==> config.mk <==
export PLATFORM = sky130hd
export DESIGN_NAME = ptc_timer
export DESIGN_NICKNAME = d
export VERILOG_FILES = /design/src/rtl/ptc_pkg.sv /design/src/rtl/ptc_accum.sv /design/src/rtl/ptc_alarm.sv /design/src/rtl/ptc_pulse.sv /design/src/rtl/ptc_timer.sv
export SDC_FILE = /design/constraint.sdc
export NUM_CORES = 1
export LEC_CHECK = 0
export ABC_AREA = 1
export ABC_CLOCK_PERIOD_IN_PS = 4800
export BUFFER_PORTS_ARGS = -buffer_cell sky130_fd_sc_hd__clkbuf_2
export CORE_UTILIZATION = 40
export DETAILED_ROUTE_END_ITERATION = 7
export GPL_TIMING_DRIVEN = 0
export PLACE_DENSITY = 0.61
export SLEW_MARGIN = 20
export SYNTH_ARGS = -nofsm -noshare
export SYNTH_HDL_FRONTEND = slang
export SYNTH_HIERARCHICAL = 1
export SYNTH_SLANG_ARGS = --single-unit
==> constraint.sdc <==
create_clock -name clk -period 4.8 [get_ports clk]
set_input_delay 0.96 -clock clk [delete_from_list [all_inputs] [get_ports clk]]
set_output_delay 0.96 -clock clk [all_outputs]
set_load 0.1 [all_outputs]
==> src/rtl/ptc_pkg.sv <==
package ptc_pkg;
  localparam int WORD_W = 32;

  typedef enum logic [2:0] {
    RA_CTRL   = 3'd0,
    RA_ADDEND = 3'd1,
    RA_CNT_LO = 3'd2,
    RA_CNT_HI = 3'd3,
    RA_ALM_LO = 3'd4,
    RA_ALM_HI = 3'd5,
    RA_PERIOD = 3'd6
  } reg_addr_e;

  localparam int CTRL_EN_BIT    = 0;
  localparam int CTRL_SOA_BIT   = 1;
  localparam int CTRL_TICK_LSB  = 8;
  localparam int CTRL_CKSEL_LSB = 16;
endpackage

==> src/rtl/ptc_accum.sv <==
module ptc_accum #(
  parameter int ACC_W  = 32,
  parameter int CNT_W  = 64,
  parameter int TICK_W = 8
) (
  input  logic              clk,
  input  logic              rst,
  input  logic              enable,
  input  logic [ACC_W-1:0]  addend,
  input  logic [TICK_W-1:0] tick,
  input  logic              load,
  input  logic [CNT_W-1:0]  load_val,
  output logic [CNT_W-1:0]  count,
  output logic              step
);
  logic [ACC_W:0]   sum;
  logic [ACC_W-1:0] acc_q;

  assign sum  = {1'b0, acc_q} + {1'b0, addend};
  assign step = enable & sum[ACC_W];

  always_ff @(posedge clk) begin
    if (rst) begin
      acc_q <= '0;
      count <= '0;
    end else begin
      if (enable) acc_q <= sum[ACC_W-1:0];
      if (load)      count <= load_val;
      else if (step) count <= count + CNT_W'(tick);
    end
  end

  AST_FROZEN_WHEN_OFF: assert property (@(posedge clk) disable iff (rst)
    (!enable && !load) |=> $stable(count));
  AST_ACC_IDLE: assert property (@(posedge clk) disable iff (rst)
    !enable |=> $stable(acc_q));
  AST_LOAD_WINS: assert property (@(posedge clk) disable iff (rst)
    load |=> (count == $past(load_val)));
  AST_STEP_SIZE: assert property (@(posedge clk) disable iff (rst)
    (enable && !load) |=> (count == $past(count) ||
                           count == $past(count) + CNT_W'($past(tick))));
endmodule

==> src/rtl/ptc_alarm.sv <==
module ptc_alarm #(
  parameter int CNT_W = 64
) (
  input  logic             clk,
  input  logic             rst,
  input  logic             enable,
  input  logic             arm,
  input  logic [CNT_W-1:0] arm_val,
  input  logic [CNT_W-1:0] count,
  output logic [CNT_W-1:0] alarm_val,
  output logic             hit,
  output logic             alarm_evt
);
  logic armed_q;

  assign hit = armed_q & enable & (count >= alarm_val);

  always_ff @(posedge clk) begin
    if (rst) begin
      armed_q   <= 1'b0;
      alarm_val <= '0;
      alarm_evt <= 1'b0;
    end else begin
      alarm_evt <= hit;
      if (arm) begin
        armed_q   <= 1'b1;
        alarm_val <= arm_val;
      end else if (hit) begin
        armed_q <= 1'b0;
      end
    end
  end

  AST_ALARM_ONESHOT: assert property (@(posedge clk) disable iff (rst)
    (hit && !arm) |=> !armed_q);
endmodule

==> src/rtl/ptc_pulse.sv <==
module ptc_pulse #(
  parameter int W         = 32,
  parameter int TICK_W    = 8,
  parameter int PULSE_CYC = 4
) (
  input  logic              clk,
  input  logic              rst,
  input  logic              enable,
  input  logic              gate,
  input  logic              start,
  input  logic              step,
  input  logic [TICK_W-1:0] tick,
  input  logic [W-1:0]      period,
  output logic              pulse_evt,
  output logic              pulse_out
);
  localparam int HC_W = (PULSE_CYC > 1) ? $clog2(PULSE_CYC) : 1;

  logic            running;
  logic [W-1:0]    rem;
  logic [HC_W-1:0] hold;
  logic            fire;

  assign fire = enable & running & step & (rem < W'(tick));

  always_ff @(posedge clk) begin
    if (rst) begin
      running   <= 1'b0;
      rem       <= '0;
      pulse_evt <= 1'b0;
      pulse_out <= 1'b0;
      hold      <= '0;
    end else begin
      pulse_evt <= fire;
      if (!enable) begin
        running <= 1'b0;
        rem     <= '0;
      end else if (!running) begin
        if (!gate || start) begin
          running <= 1'b1;
          rem     <= '0;
        end
      end else if (step) begin
        if (fire) rem <= period;
        else      rem <= rem - W'(tick);
      end
      if (fire) begin
        pulse_out <= 1'b1;
        hold      <= HC_W'(PULSE_CYC - 1);
      end else if (hold != '0) begin
        hold <= hold - 1'b1;
      end else begin
        pulse_out <= 1'b0;
      end
    end
  end

  AST_PULSE_WITH_EVT: assert property (@(posedge clk) disable iff (rst)
    pulse_evt |-> pulse_out);
  AST_NO_PULSE_IDLE: assert property (@(posedge clk) disable iff (rst)
    pulse_evt |-> $past(running));
endmodule

==> src/rtl/ptc_timer.sv <==
module ptc_timer
  import ptc_pkg::*;
#(
  parameter int TICK_W    = 8,
  parameter int CKSEL_W   = 4,
  parameter int PULSE_CYC = 4
) (
  input  logic        clk,
  input  logic        rst,
  input  logic        bus_we,
  input  logic        bus_re,
  input  logic [2:0]  bus_addr,
  input  logic [31:0] bus_wdata,
  output logic [31:0] bus_rdata,
  output logic        alarm_evt,
  output logic        pulse_evt,
  output logic        pulse_out
);
  localparam int CNT_W = 2 * WORD_W;

  logic               en_q, soa_q;
  logic [TICK_W-1:0]  tick_q;
  logic [CKSEL_W-1:0] cksel_q;
  logic [WORD_W-1:0]  addend_q, cnt_lo_sh, alm_lo_sh, period_q, hi_snap;
  logic [WORD_W-1:0]  ctrl_rd;
  logic [CNT_W-1:0]   count, alarm_val;
  logic               step, hit, cnt_load, alm_arm;
  reg_addr_e          ra;

  assign ra       = reg_addr_e'(bus_addr);
  assign cnt_load = bus_we && (ra == RA_CNT_HI);
  assign alm_arm  = bus_we && (ra == RA_ALM_HI);

  always_comb begin
    ctrl_rd = '0;
    ctrl_rd[CTRL_EN_BIT]  = en_q;
    ctrl_rd[CTRL_SOA_BIT] = soa_q;
    ctrl_rd[CTRL_TICK_LSB +: TICK_W]   = tick_q;
    ctrl_rd[CTRL_CKSEL_LSB +: CKSEL_W] = cksel_q;
  end

  always_ff @(posedge clk) begin
    if (rst) begin
      en_q <= 1'b0; soa_q <= 1'b0; tick_q <= '0; cksel_q <= '0;
      addend_q <= '0; cnt_lo_sh <= '0; alm_lo_sh <= '0; period_q <= '0;
    end else if (bus_we) begin
      case (ra)
        RA_CTRL: begin
          en_q    <= bus_wdata[CTRL_EN_BIT];
          soa_q   <= bus_wdata[CTRL_SOA_BIT];
          tick_q  <= bus_wdata[CTRL_TICK_LSB +: TICK_W];
          cksel_q <= bus_wdata[CTRL_CKSEL_LSB +: CKSEL_W];
        end
        RA_ADDEND: addend_q  <= bus_wdata;
        RA_CNT_LO: cnt_lo_sh <= bus_wdata;
        RA_ALM_LO: alm_lo_sh <= bus_wdata;
        RA_PERIOD: period_q  <= bus_wdata;
        default: ;
      endcase
    end
  end

  always_ff @(posedge clk) begin
    if (rst) begin
      bus_rdata <= '0;
      hi_snap   <= '0;
    end else if (bus_re) begin
      case (ra)
        RA_CTRL:   bus_rdata <= ctrl_rd;
        RA_ADDEND: bus_rdata <= addend_q;
        RA_CNT_LO: begin
          bus_rdata <= count[WORD_W-1:0];
          hi_snap   <= count[CNT_W-1:WORD_W];
        end
        RA_CNT_HI: bus_rdata <= hi_snap;
        RA_ALM_LO: bus_rdata <= alarm_val[WORD_W-1:0];
        RA_ALM_HI: bus_rdata <= alarm_val[CNT_W-1:WORD_W];
        RA_PERIOD: bus_rdata <= period_q;
        default:   bus_rdata <= '0;
      endcase
    end
  end

  ptc_accum #(.ACC_W(WORD_W), .CNT_W(CNT_W), .TICK_W(TICK_W)) u_accum (
    .clk(clk), .rst(rst), .enable(en_q), .addend(addend_q), .tick(tick_q),
    .load(cnt_load), .load_val({bus_wdata, cnt_lo_sh}),
    .count(count), .step(step)
  );

  ptc_alarm #(.CNT_W(CNT_W)) u_alarm (
    .clk(clk), .rst(rst), .enable(en_q), .arm(alm_arm),
    .arm_val({bus_wdata, alm_lo_sh}), .count(count),
    .alarm_val(alarm_val), .hit(hit), .alarm_evt(alarm_evt)
  );

  ptc_pulse #(.W(WORD_W), .TICK_W(TICK_W), .PULSE_CYC(PULSE_CYC)) u_pulse (
    .clk(clk), .rst(rst), .enable(en_q), .gate(soa_q), .start(hit),
    .step(step), .tick(tick_q), .period(period_q),
    .pulse_evt(pulse_evt), .pulse_out(pulse_out)
  );

  AST_SNAP_STABLE: assert property (@(posedge clk) disable iff (rst)
    !(bus_re && ra == RA_CNT_LO) |=> $stable(hi_snap));
endmodule

==> flow_summary.toml <==
[clock_tree]
post-cts-setup-buffers = 0
clock_sinks = 405
htree_levels = 2
cts_hold_buf = 0
cts-root-buf = "clkbuf_16"
clk_latency_ns = 0.63
clkTransAtPathRegs_ns = 0.06
cts_inserted_buffers = 50
cts_tree = "built"
post_cts_resized = 0
cts.path.max_buffers = 3

[routing]
drcViolationCount = 0
antenna_left = 0
routed_wl_um = 120000
dr.pass1.iters = 5
first_iter_violations = 3588
viasPerCell = 5.66
vias = 28415
wl_per_cell_um = 23.8

[logic_synthesis]
synth.cell_area_sq_um = 25600
syn_area_per_cell_sq_um = 6.38
yosysMostFrequentCell = "nand2_1"
yosys-top-cells-count = "nand2_1, nor2_1, dfxtp_1"
yosys-top-cells-area = "dfxtp_1, nand2_1, nor2_1, a21oi_1, nand3_1"
synth_flop_cell = "dfxtp_1"
synth-seq-cells = 405
ys_seq_area_frac = 0.316
synth_edf_count = 0
yosysUniqueCellTypes = 44
syn-num-nets = 4170
synth_top_cell_area_share = 0.316
synth-async-reset-ratio = 0
yosysWarnings = 6
yosys.area.top_type = "dfxtp_1"
syn_inst = 4015

[power]
power.density_nw_per_um2 = 294
power_w = 0.00845
max-vdd-ir-drop_mv = 0.265
switchingPower_w = 0.00246
pwr-share-comb = 0.110
share_seq_of_total_power = 0.418
switching_share = 0.291
leakage_nw = 12.7
power.share.clock = 0.472
p_int_w = 0.00599

[place]
gp_congestion = 1.08
dp_hpwl_um = 90500
post-place-cells = 4932
portBuffers = 71

[sta]
rsz0062_at_grt = "false"
fin_crit_sh = 0.844
worst_pin_slew_ns = 1.14
fin_tns_setup_ns = 0
fmax_ghz = 0.247
finClkSkew_ns = 0.0349
fin_crit_ns = 4.05
drv_slew = 0
hold_viol = 0
setup_viol = 0
slew_headroom = 0.240

[layout]
drive_gt1_frac = 0.0852
finish.utilization = 0.455
n_antenna_cell = 0
area_delta_synth_final_pct = 12.2
fin_nets = 4293
fin_cells = 5023

[die]
die_h_um = 255
rows = 92
die-area_sq_um = 65100
io_pins = 74
core_sq_um = 63200
dieWidth_um = 255
start_util = 0.406

[setup_path]
setup.worst_path.end_class = "flip-flop"
crit_required_ns = 5.35
cp.arrival_ns = 4.60
critPathKind = "input pin to flip-flop"
start_kind = "input pin"
cp_max_fo = 10

[grt]
track_usage = 0.361
grt_pass1_wl_um = 169000
overflow = 0
grt_max_degree = 15
antenna_found_initial = 4
grt_pass1_vias = 25581

[hold_path]
min_path_type = "flip-flop to flip-flop"

[run_status]
outcome = "finished clean"

[run]
cap_violations = 0
through the flow:
| stage | area [sq um] | setup WS [ns] | hold WS, ns |
|---|---|---|---|
| finish | 28700 | 0.751 | 0.462 |
| global route | 28700 | 0.499 | 0.474 |
| CTS | 28700 | 0.826 | 0.462 |
| detailed placement | 27000 | 0.282 | 0.451 |
| global placement | 27000 | -0.116 | 0.451 |
| floorplan | 25600 | 1.83 | 0.435 |
power by group through the flow:
stage          registers (W)  clock network, W  logic, W
4_1_cts              0.00353           0.00402  0.000894
6_report             0.00353           0.00399  0.000925
2_1_floorplan        0.00357                 0  0.000544
3_3_place_gp         0.00360                 0  0.000883
5_1_grt              0.00353           0.00415  0.000989
3_5_place_dp         0.00360                 0  0.000890
state kept, by name (all words and copies together), names as in the netlist, 2 cells and up:
name               cells
addend_q              32
alm_lo_sh             32
bus_rdata             32
cksel_q                4
cnt_lo_sh             32
hi_snap               32
period_q              32
tick_q                 8
u_accum/acc_q         32
u_accum/count         64
u_alarm/alarm_val     64
u_pulse/hold           2
u_pulse/rem           32
placed cells by master (no fill, tap or decap), types with 8 or more instances in the layout:
cell          n
a211oi_1     63
a211oi_2     14
a21oi_1     336
buf_1        23
buf_2        69
buf_4        27
buf_6        11
clkbuf_1     98
clkbuf_16    50
clkbuf_2     71
clkbuf_8      9
dfxtp_1     405
ha_1        113
inv_1       377
inv_2        16
nand2_1    1156
nand2_2      15
nand3_1     316
nand3_2       8
nand3b_1     35
nand4_1     238
nor2_1      483
nor3_1       19
o21a_1        8
o21ai_0      76
or2_2         9
xnor2_1       8
xor2_1       32
worst paths after layout:
path,from,end,slack (ns),cells after the start
worst min-delay path,u_alarm/armed_q,u_alarm/armed_q,0.46,2
worst max register to register,addend_q[0],u_pulse/rem[20],0.79,20
worst max-delay path,bus_addr[2],u_accum/count[21],0.75,12
worst min register to register,u_alarm/armed_q,u_alarm/armed_q,0.46,2
final cells by class:
type	instances	area, sq um
fillers	6801	34400
multi-input cells	2994	14900
flip-flops and latches	405	8110
inverters	393	1480
clock buffers	64	1370
plain buffers	223	1130
well taps	846	1060
repair buffers	71	355
clock inverters	27	327
cell families (layout without fill, tap and decap cells):
family	after synthesis	count (layout)	synth area share
AND/OR/NAND/NOR	2311	2311	0.394
buffers and inverters	616	778	0.102
AO/OA/AOI/OAI	527	527	0.117
flip-flops	405	405	0.316
adder cells (fa/ha/maj)	116	116	0.0575
XOR/XNOR	40	40	0.0137
worst max-delay path, cell delays in order:
cell      delay (ns)
clkbuf_2        0.13
buf_2           0.23
buf_4           0.21
buf_2           0.26
buf_2           0.28
nor4_2          0.81
clkbuf_1        0.55
buf_1           0.67
nand2_1         0.18
nand2_1         0.11
nand2_1         0.06
a21oi_1         0.13
metal layers:
metal,up-vias,share of wire,track usage
li1,13469,-,-
met2,1457,0.41,0.531
met3,380,0.094,0.0667
met5,-,0.00011,0
met1,13107,0.42,0.481
met4,2,0.075,0.238
Power figures use the tool's default switching activity.
